### src/rtl/hdr_ecc_pkg.sv
package hdr_ecc_pkg;

    localparam int DATA_W     = 24;
    localparam int PAR_W      = 6;
    localparam int CHK_W      = 8;
    localparam int HDR_W      = DATA_W + CHK_W;
    localparam int FIELD_W    = 16;
    localparam int FIELD_LSB  = 8;
    localparam int DT_W       = 6;
    localparam int NUM_VC     = 4;
    localparam int VC_W       = $clog2(NUM_VC);
    localparam int VC_MSB     = 7;
    localparam logic [DT_W-1:0] SHORT_DT_LAST = 6'h0F;

    typedef enum logic [1:0] {
        ECC_CLEAN      = 2'd0,
        ECC_FIX_DATA   = 2'd1,
        ECC_FIX_PARITY = 2'd2,
        ECC_BROKEN     = 2'd3
    } ecc_cls_e;

    typedef struct packed {
        logic               vld;
        logic [HDR_W-1:0]   hdr;
        logic               corr;
        logic               unc;
        logic               lng;
        logic [FIELD_W-1:0] wc;
    } hdr_out_s;

    // Parity-bit membership of each protected bit (bit p set: bit feeds parity p)
    function automatic logic [PAR_W-1:0] col_code(input int unsigned idx);
        logic [PAR_W-1:0] c;
        case (idx)
            0:  c = 6'h07;  1:  c = 6'h0B;  2:  c = 6'h0D;  3:  c = 6'h0E;
            4:  c = 6'h13;  5:  c = 6'h15;  6:  c = 6'h16;  7:  c = 6'h19;
            8:  c = 6'h1A;  9:  c = 6'h1C;  10: c = 6'h23;  11: c = 6'h25;
            12: c = 6'h26;  13: c = 6'h29;  14: c = 6'h2A;  15: c = 6'h2C;
            16: c = 6'h31;  17: c = 6'h32;  18: c = 6'h34;  19: c = 6'h38;
            20: c = 6'h1F;  21: c = 6'h2F;  22: c = 6'h37;  23: c = 6'h3B;
            default: c = '0;
        endcase
        return c;
    endfunction

endpackage

### src/rtl/hdr_ecc_gen.sv
module hdr_ecc_gen
    import hdr_ecc_pkg::*;
(
    input  logic [DATA_W-1:0] data_i,
    output logic [PAR_W-1:0]  par_o
);
    always_comb begin
        par_o = '0;
        for (int i = 0; i < DATA_W; i++) begin
            if (data_i[i]) par_o = par_o ^ col_code(i);
        end
    end
endmodule

### src/rtl/hdr_ecc_syndrome.sv
module hdr_ecc_syndrome
    import hdr_ecc_pkg::*;
(
    input  logic [HDR_W-1:0] hdr_i,
    output logic [HDR_W-1:0] fixed_o,
    output ecc_cls_e         cls_o
);
    logic [PAR_W-1:0]  par;
    logic [CHK_W-1:0]  syn;
    logic [DATA_W-1:0] hit;

    hdr_ecc_gen i_gen (
        .data_i (hdr_i[DATA_W-1:0]),
        .par_o  (par)
    );

    assign syn = hdr_i[HDR_W-1:DATA_W] ^ {{(CHK_W-PAR_W){1'b0}}, par};

    // One comparator per protected bit: a match names the flipped bit
    for (genvar g = 0; g < DATA_W; g++) begin : g_col
        assign hit[g] = (syn == {{(CHK_W-PAR_W){1'b0}}, col_code(g)});
    end

    always_comb begin
        fixed_o = hdr_i;
        cls_o   = ECC_CLEAN;
        if (syn == '0) begin
            cls_o = ECC_CLEAN;
        end else if (|hit) begin
            cls_o                 = ECC_FIX_DATA;
            fixed_o[DATA_W-1:0]   = hdr_i[DATA_W-1:0] ^ hit;
        end else if ($countones(syn) == 1) begin
            cls_o                   = ECC_FIX_PARITY;
            fixed_o[HDR_W-1:DATA_W] = {{(CHK_W-PAR_W){1'b0}}, par};
        end else begin
            cls_o = ECC_BROKEN;
        end
    end
endmodule

### src/rtl/hdr_ecc_log.sv
module hdr_ecc_log
    import hdr_ecc_pkg::*;
(
    input  logic              clk,
    input  logic              rst_n,
    input  logic [NUM_VC-1:0] set_corr_i,
    input  logic [NUM_VC-1:0] set_unc_i,
    input  logic [NUM_VC-1:0] clr_corr_i,
    input  logic [NUM_VC-1:0] clr_unc_i,
    input  logic [NUM_VC-1:0] en_corr_i,
    input  logic [NUM_VC-1:0] en_unc_i,
    output logic [NUM_VC-1:0] st_corr_o,
    output logic [NUM_VC-1:0] st_unc_o,
    output logic              irq_o
);
    typedef struct packed {
        logic [NUM_VC-1:0] corr;
        logic [NUM_VC-1:0] unc;
    } log_s;

    log_s log_d, log_q;

    always_comb begin
        log_d      = log_q;
        log_d.corr = (log_q.corr & ~clr_corr_i) | set_corr_i;
        log_d.unc  = (log_q.unc  & ~clr_unc_i)  | set_unc_i;
    end

    always_ff @(posedge clk or negedge rst_n) begin
        if (!rst_n) log_q <= '0;
        else        log_q <= log_d;
    end

    assign st_corr_o = log_q.corr;
    assign st_unc_o  = log_q.unc;
    assign irq_o     = |((log_q.corr & en_corr_i) | (log_q.unc & en_unc_i));

    AST_STICKY_CORR: assert property (@(posedge clk) disable iff (!rst_n)
        1'b1 |=> (($past(log_q.corr & ~clr_corr_i) & ~log_q.corr) == '0));
    AST_STICKY_UNC: assert property (@(posedge clk) disable iff (!rst_n)
        1'b1 |=> (($past(log_q.unc & ~clr_unc_i) & ~log_q.unc) == '0));
    AST_SET_WINS: assert property (@(posedge clk) disable iff (!rst_n)
        1'b1 |=> ((($past(set_corr_i) & ~log_q.corr) | ($past(set_unc_i) & ~log_q.unc)) == '0));
endmodule

### src/rtl/hdr_ecc_guard.sv
module hdr_ecc_guard
    import hdr_ecc_pkg::*;
(
    input  logic         clk,
    input  logic         rst_n,
    input  logic         ecc_en,
    input  logic         in_valid,
    input  logic [31:0]  in_hdr,
    input  logic [3:0]   clr_corr,
    input  logic [3:0]   clr_uncorr,
    input  logic [3:0]   irq_en_corr,
    input  logic [3:0]   irq_en_uncorr,
    output logic         out_valid,
    output logic [31:0]  out_hdr,
    output logic         out_corrected,
    output logic         out_uncorrectable,
    output logic         out_is_long,
    output logic [15:0]  out_word_count,
    output logic [3:0]   stat_corr,
    output logic [3:0]   stat_uncorr,
    output logic         irq
);
    logic [HDR_W-1:0]  fixed_hdr;
    ecc_cls_e          cls;
    logic [NUM_VC-1:0] set_corr, set_unc;
    hdr_out_s          out_d, out_q;

    hdr_ecc_syndrome i_syn (
        .hdr_i   (in_hdr),
        .fixed_o (fixed_hdr),
        .cls_o   (cls)
    );

    always_comb begin
        out_d    = '0;
        set_corr = '0;
        set_unc  = '0;
        if (in_valid) begin
            out_d.vld = 1'b1;
            out_d.hdr = in_hdr;
            if (ecc_en) begin
                case (cls)
                    ECC_FIX_DATA, ECC_FIX_PARITY: begin
                        out_d.hdr  = fixed_hdr;
                        out_d.corr = 1'b1;
                        set_corr[fixed_hdr[VC_MSB -: VC_W]] = 1'b1;
                    end
                    ECC_BROKEN: begin
                        out_d.unc = 1'b1;
                        set_unc[in_hdr[VC_MSB -: VC_W]] = 1'b1;
                    end
                    default: ;
                endcase
            end
            out_d.lng = (out_d.hdr[DT_W-1:0] > SHORT_DT_LAST);
            out_d.wc  = out_d.lng ? out_d.hdr[FIELD_LSB +: FIELD_W] : '0;
        end
    end

    always_ff @(posedge clk or negedge rst_n) begin
        if (!rst_n) out_q <= '0;
        else        out_q <= out_d;
    end

    hdr_ecc_log i_log (
        .clk        (clk),
        .rst_n      (rst_n),
        .set_corr_i (set_corr),
        .set_unc_i  (set_unc),
        .clr_corr_i (clr_corr),
        .clr_unc_i  (clr_uncorr),
        .en_corr_i  (irq_en_corr),
        .en_unc_i   (irq_en_uncorr),
        .st_corr_o  (stat_corr),
        .st_unc_o   (stat_uncorr),
        .irq_o      (irq)
    );

    assign out_valid         = out_q.vld;
    assign out_hdr           = out_q.hdr;
    assign out_corrected     = out_q.corr;
    assign out_uncorrectable = out_q.unc;
    assign out_is_long       = out_q.lng;
    assign out_word_count    = out_q.wc;

    AST_ONE_CYCLE: assert property (@(posedge clk) disable iff (!rst_n)
        in_valid |=> out_valid);
    AST_NO_SPURIOUS: assert property (@(posedge clk) disable iff (!rst_n)
        !in_valid |=> !out_valid);
    AST_FLAGS_EXCL: assert property (@(posedge clk) disable iff (!rst_n)
        !(out_corrected && out_uncorrectable));
    AST_CORR_LOGGED: assert property (@(posedge clk) disable iff (!rst_n)
        (out_valid && out_corrected) |-> stat_corr[out_hdr[7:6]]);
    AST_UNC_LOGGED: assert property (@(posedge clk) disable iff (!rst_n)
        (out_valid && out_uncorrectable) |-> stat_uncorr[out_hdr[7:6]]);
    AST_BYPASS: assert property (@(posedge clk) disable iff (!rst_n)
        (in_valid && !ecc_en) |=> (!out_corrected && !out_uncorrectable
                                   && out_hdr == $past(in_hdr)));
    AST_IRQ_UNC: assert property (@(posedge clk) disable iff (!rst_n)
        (out_valid && out_uncorrectable && irq_en_uncorr[out_hdr[7:6]]) |-> irq);
endmodule

### config.mk
export PLATFORM = sky130hd
export DESIGN_NAME = hdr_ecc_guard
export DESIGN_NICKNAME = d
export VERILOG_FILES = /design/src/rtl/hdr_ecc_pkg.sv /design/src/rtl/hdr_ecc_gen.sv /design/src/rtl/hdr_ecc_syndrome.sv /design/src/rtl/hdr_ecc_log.sv /design/src/rtl/hdr_ecc_guard.sv
export SDC_FILE = /design/constraint.sdc
export NUM_CORES = 1
export LEC_CHECK = 0
export ABC_CLOCK_PERIOD_IN_PS = 900
export BUFFER_PORTS_ARGS = -buffer_cell sky130_fd_sc_hd__buf_2
export CORE_MARGIN = 5
export CORE_UTILIZATION = 50
export DETAILED_ROUTE_END_ITERATION = 7
export HOLD_SLACK_MARGIN = 0.1
export PLACE_DENSITY = 0.83
export SYNTH_ARGS = -nofsm -noshare
export SYNTH_HDL_FRONTEND = slang
export SYNTH_SLANG_ARGS = --single-unit
### constraint.sdc
create_clock -name clk -period 0.9 [get_ports clk]
set_input_delay 0.18 -clock clk [delete_from_list [all_inputs] [get_ports clk]]
set_output_delay 0.18 -clock clk [all_outputs]
set_load 0.1 [all_outputs]
==> results of run 1 <==
cell usage after synthesis (all sizes together):
cell type | number | area (sq um)
dfrtp | 60 | 1500
nor2 | 42 | 158
xor2 | 33 | 289
xnor2 | 30 | 270
inv | 24 | 90.1
nand4 | 18 | 113
ha | 17 | 213
clkbuf | 16 | 60.1
nand3 | 15 | 75.1
and3 | 10 | 62.6
xnor3 | 9 | 205
a22oi | 8 | 60.1
nand2 | 8 | 30.0
a21oi | 7 | 38.8
o21ai | 7 | 35.0
nor3 | 5 | 25.0
fa | 4 | 80.1
o22ai | 4 | 25.0
buf | 3 | 13.8
a21o | 2 | 15.0
and2 | 2 | 12.5
o2111a | 2 | 22.5
o2111ai | 2 | 35.0
o211ai | 2 | 15.0
o32ai | 2 | 17.5
a21bo | 1 | 10.0
a21boi | 1 | 7.51
a22o | 1 | 8.76
a41oi | 1 | 8.76
and4 | 1 | 8.76
nand2b | 1 | 6.26
nor4b | 1 | 8.76
o21a | 1 | 7.51
o22a | 1 | 8.76
or2 | 1 | 6.26
or3 | 1 | 6.26
xor3 | 1 | 23.8
logic make-up after synthesis:
group | synth area share
AOI/OAI and AO/OA | 0.0882
xor gates and xnor gates | 0.221
adders and majority gates | 0.0819
buffers and inverters | 0.0459
DFF | 0.420
and+or+nand+nor | 0.143
per-stage QoR:
stage	setup slack (ns)	hold slack, ns	utilization	setup TNS [ns]
floorplan	-4.04	-0.116	-	-221.64
global placement	-4.33	0.199	0.865	-242.50
detailed placement	-4.78	0.213	0.865	-264.30
==> results.yml, run 1 <==
run_status:
  result_of_the_run: "did not finish"
  outcome.stop_stage: "clock tree synthesis"
  first_error_message: "[ERROR DPL-0038] Utilization greater than 100%, impossible to legalize"
synthesis:
  synth.distinct_cells: 42
  yosys_warnings: 0
  synth_sequential_area_ratio: 0.420
  synth-seq-cells: 60
  postSynthCellCount: 344
  syn_nets: 417
  syn_avg_cell_area_sq_um: 10.4
  synthesis.area_sq_mm: 0.00357
placed_design:
  placed_cell_area_sq_mm: 0.00594
  placedCellCount: 624
  placer_congestion_estimate: 0.962
  hpwl_mm: 11.7
  portBuffers: 112
floorplan:
  initial_utilization: 0.520
  io_pins: 113
  die_w_microns: 94.5
  die_h_microns: 94.5
  core.rowCount: 30
clock_tree:
  post_cts_resize_count: 127
  postCtsHoldBufs: 10
  clock_sink_count: 60
  clk_root_buffer_cell: "clkbuf_8"
  cts.path.max_buffers: 2
  cts.htree.levels: 3
  cts_buffers: 9
  post-cts-setup-buffer-count: 23
==> inputs of run 2 (changes only) <==
Settings changed: CORE_UTILIZATION 50 to 35, HOLD_SLACK_MARGIN 0.1 to unset, PLACE_DENSITY 0.83 to unset, PLACE_DENSITY_LB_ADDON set to 0.15.
==> results.yml, run 2 <==
synthesis:
  synth.top_cells.by_count: "60 x dfrtp_1, 42 x nor2_1, 33 x xor2_1"
  yosys_warnings: 0
  synth-seq-cells: 60
  synth_sequential_area_ratio: 0.420
  yosys.area_share.simple: 0.143
  synth_compound_gate_area_share: 0.0882
  yosys_top_cell_by_area: "dfrtp_1"
  synthTopCellsByArea: "dfrtp_1 42%, xor2_1 8.1%, xnor2_1 7.1%"
  syn_nets: 417
  syn_avg_cell_area_sq_um: 10.4
  synthesis.area_sq_mm: 0.00357
  dominant_combinational_cell_family_by_area_after_synthesis: "XOR/XNOR gates"
  yosys.area.top_type_share: 0.420
  synth_enable_flop_cells: 0
  synth_adder_area_share: 0.0819
  postSynthCellCount: 344
  yosys.area_share.xor_xnor: 0.221
  postSynth.asyncResetShare: 1.00
  muxShareOfSynthArea: 0
  synth.distinct_cells: 42
  synthFlopType: "dfrtp_1"
  synthMostInstantiatedCell: "dfrtp_1"
critical_path:
  critPathKind: "in -> reg"
  worst_setup_path_end_kind: "flop"
  cell_at_the_slowest_stage_of_the_critical_path: "fa_1"
  timing.critical_path.cells: "buf_2 -> xnor2_2 -> xnor3_1 -> xnor3_2 -> xnor2_2 -> inv_2 -> ha_4 -> fa_1 -> fa_1 -> ha_2 -> fa_1 -> nor4b_4 -> a41oi_2 -> ha_1 -> and2_4 -> o2111a_1 -> a21bo_4 -> or3_4 -> a21oi_2"
  critical-path-top-cell-by-count: "fa_1"
  worst-path-buf-inv: 2
  path_delay_family: "adder cells"
  critical_path_peak_fanout: 7
  critical_path.startpoint_type: "input pin"
  worst_ep_arrival_time_ns: 5.17
  crit_path_max_incr_delay_ns: 0.55
  required_ns: 1.18
cells_and_area:
  layout_commonest_cell: "buf_4"
  layout.cells.non_filler: 699
  diodes: 0
  syn_to_final_growth_pct: 94.8
  top_library_cells_by_usage_in_the_layout_fill_and_taps_aside: "91 x buf_4, 62 x buf_12, 53 x dfrtp_2, 48 x buf_2, 27 x nor2_1"
  fin_nets: 634
  ratio_of_cells_with_drive_above_1_in_the_final_layout: 0.680
  largest_register_ff_count: 32
  final_design_area_no_fill_sq_mm: 0.00696
timing:
  timing.fmax_ghz: 0.204
  grt_setup_unrepaired: "yes"
  finalMaxSlewViolations: 0
  final_min_period_over_clock_period: 5.43
  tightestPinTransition_ns: 0.391
  slew_headroom: 0.740
  timing.final.ws_setup_ns: -3.99
  finalWorstPathRequiredPeriod_ns: 4.89
  setup-violations-final: 120
  clock_skew_ns: 0
  timing.final.hold_violations: 0
clock_tree:
  cts_buffers: 9
  clock_sink_count: 60
  clk_pin_slew_worst_paths_ns: 0.08
  clk_root_buffer_cell: "clkbuf_8"
  clk-insertion-delay-late_ns: 0.34
  cts.path.max_buffers: 2
  tritoncts_clock_tree: "done"
  cts.htree.levels: 3
floorplan:
  die_area_sq_mm: 0.0123
  initial_utilization: 0.362
  die_h_microns: 111
  io_pins: 113
  area_of_the_core_region_sq_mm: 0.00986
  core.rowCount: 36
  die_w_microns: 111
grt:
  grt_first_pass_wirelength_mm: 18.9
  overflow: 0
  grt_pass1_vias: 3564
  globalRouteTotalUtil: 0.191
  antenna_found_initial: 0
  pin_count_of_the_biggest_net_entering_global_routing: 61
placed_design:
  placer_congestion_estimate: 0.863
  placed_cell_area_sq_mm: 0.00602
  portBuffers: 112
  placedCellCount: 665
  hpwl_mm: 8.86
min_path:
  worst_hold_path_type: "in -> reg"
route:
  remaining_drc_errors: 0
  drt_pass1_iterations: 4
  dr_total_vias: 3345
  postRouteWirelength_mm: 11.7
  drt_via_density: 4.79
  detail-route-antenna-nets: 0
  drt_first_iter_violations: 118
  wl_per_cell_microns: 16.7
run_status:
  violations: "setup timing"
  result_of_the_run: "finished with violations"
power_and_ir_drop:
  power-per-cell-area_mw_per_mm2: 3330
  vdd.ir_drop.worst_mv: 4.23
  total_leakage_power_uw: 0.00309
job:
  timing.max_cap.violations: 0
## run 2: cell counts after synthesis
No cell type changed its count.
## run 2: cell type report
cell class / count / area (sq um)
multi-input combinational: 241 / 2440
sequential: 60 / 1590
clock buffer: 9 / 124
fill: 657 / 2900
tap: 133 / 166
clock inverter: 7 / 100
timing repair buffer: 225 / 2450
inverter: 24 / 92.6
## run 2: kinds of logic (layout without fill, tap and decap cells)
kind of cell	after synthesis	count (layout)
compound gates	42	42
xor+xnor	73	73
fa+ha+maj	21	21
buf+inv	43	265
flops	60	60
simple gates	105	105
## run 2: worst register-to-register path, delay by kind of cell (launching register included)
kind / cells / cell delay [ns]
AO/OA/AOI/OAI: 1 / 0.08
flip-flops: 1 / 0.49
buffers and inverters: 2 / 0.20
## run 2: power by group
part	leakage [uW]	switching [uW]	internal, uW
combinational	0.00227	9080	7860
clock	0.000114	1200	1580
sequential	0.000700	303	3160
## run 2: metal layers
| metal | vias up | part of all wire | global-route usage |
|---|---|---|---|
| met3 | 15 | 0.047 | 0.0415 |
| li1 | 1583 | - | - |
| met4 | 0 | 0.017 | 0.0454 |
| met1 | 1649 | 0.41 | 0.247 |
| met5 | - | 0 | 0 |
| met2 | 98 | 0.53 | 0.329 |
## run 2: through the flow
step	util	hold slack [ns]	worst slack, ns	total power [uW]	TNS [ns]
3_5_place_dp	0.610	0.211	-4.58	17300	-255.23
6_report	0.706	0.0180	-3.99	23200	-238.03
3_3_place_gp	0.610	0.208	-4.40	17900	-246.14
5_1_grt	0.706	0.00561	-4.19	24100	-249.73
4_1_cts	0.681	0.00386	-3.90	22600	-232.40
2_1_floorplan	-	-0.116	-4.04	12400	-221.64
## run 2: worst paths after layout
path / end / cells after the start / slack (ns) / startpoint
setup / recovery: out_hdr[28]$_DFF_PN0_ / 19 / -3.99 / in_hdr[21]
hold / removal: i_log.st_unc_o[2]$_DFF_PN0_ / 2 / 0.02 / clr_uncorr[2]
setup reg to reg: i_log.st_corr_o[1]$_DFF_PN0_ / 3 / 0.01 / i_log.st_corr_o[1]$_DFF_PN0_
hold reg to reg: i_log.st_unc_o[0]$_DFF_PN0_ / 3 / 0.65 / i_log.st_unc_o[0]$_DFF_PN0_
max in group asynchronous: out_hdr[25]$_DFF_PN0_ / 3 / 0.25 / rst_n
min in group asynchronous: i_log.st_unc_o[1]$_DFF_PN0_ / 3 / 0.36 / rst_n
## run 2: repair_timing
action	CTS	global route
hold buffers	3	2
endpoints found under the setup margin	120	120
cloned	1	1
setup buffers	8	6
pin swaps	21	20
endpoints found under the hold margin	62	2
resized for setup	79	40
Power figures use the tool's default switching activity.
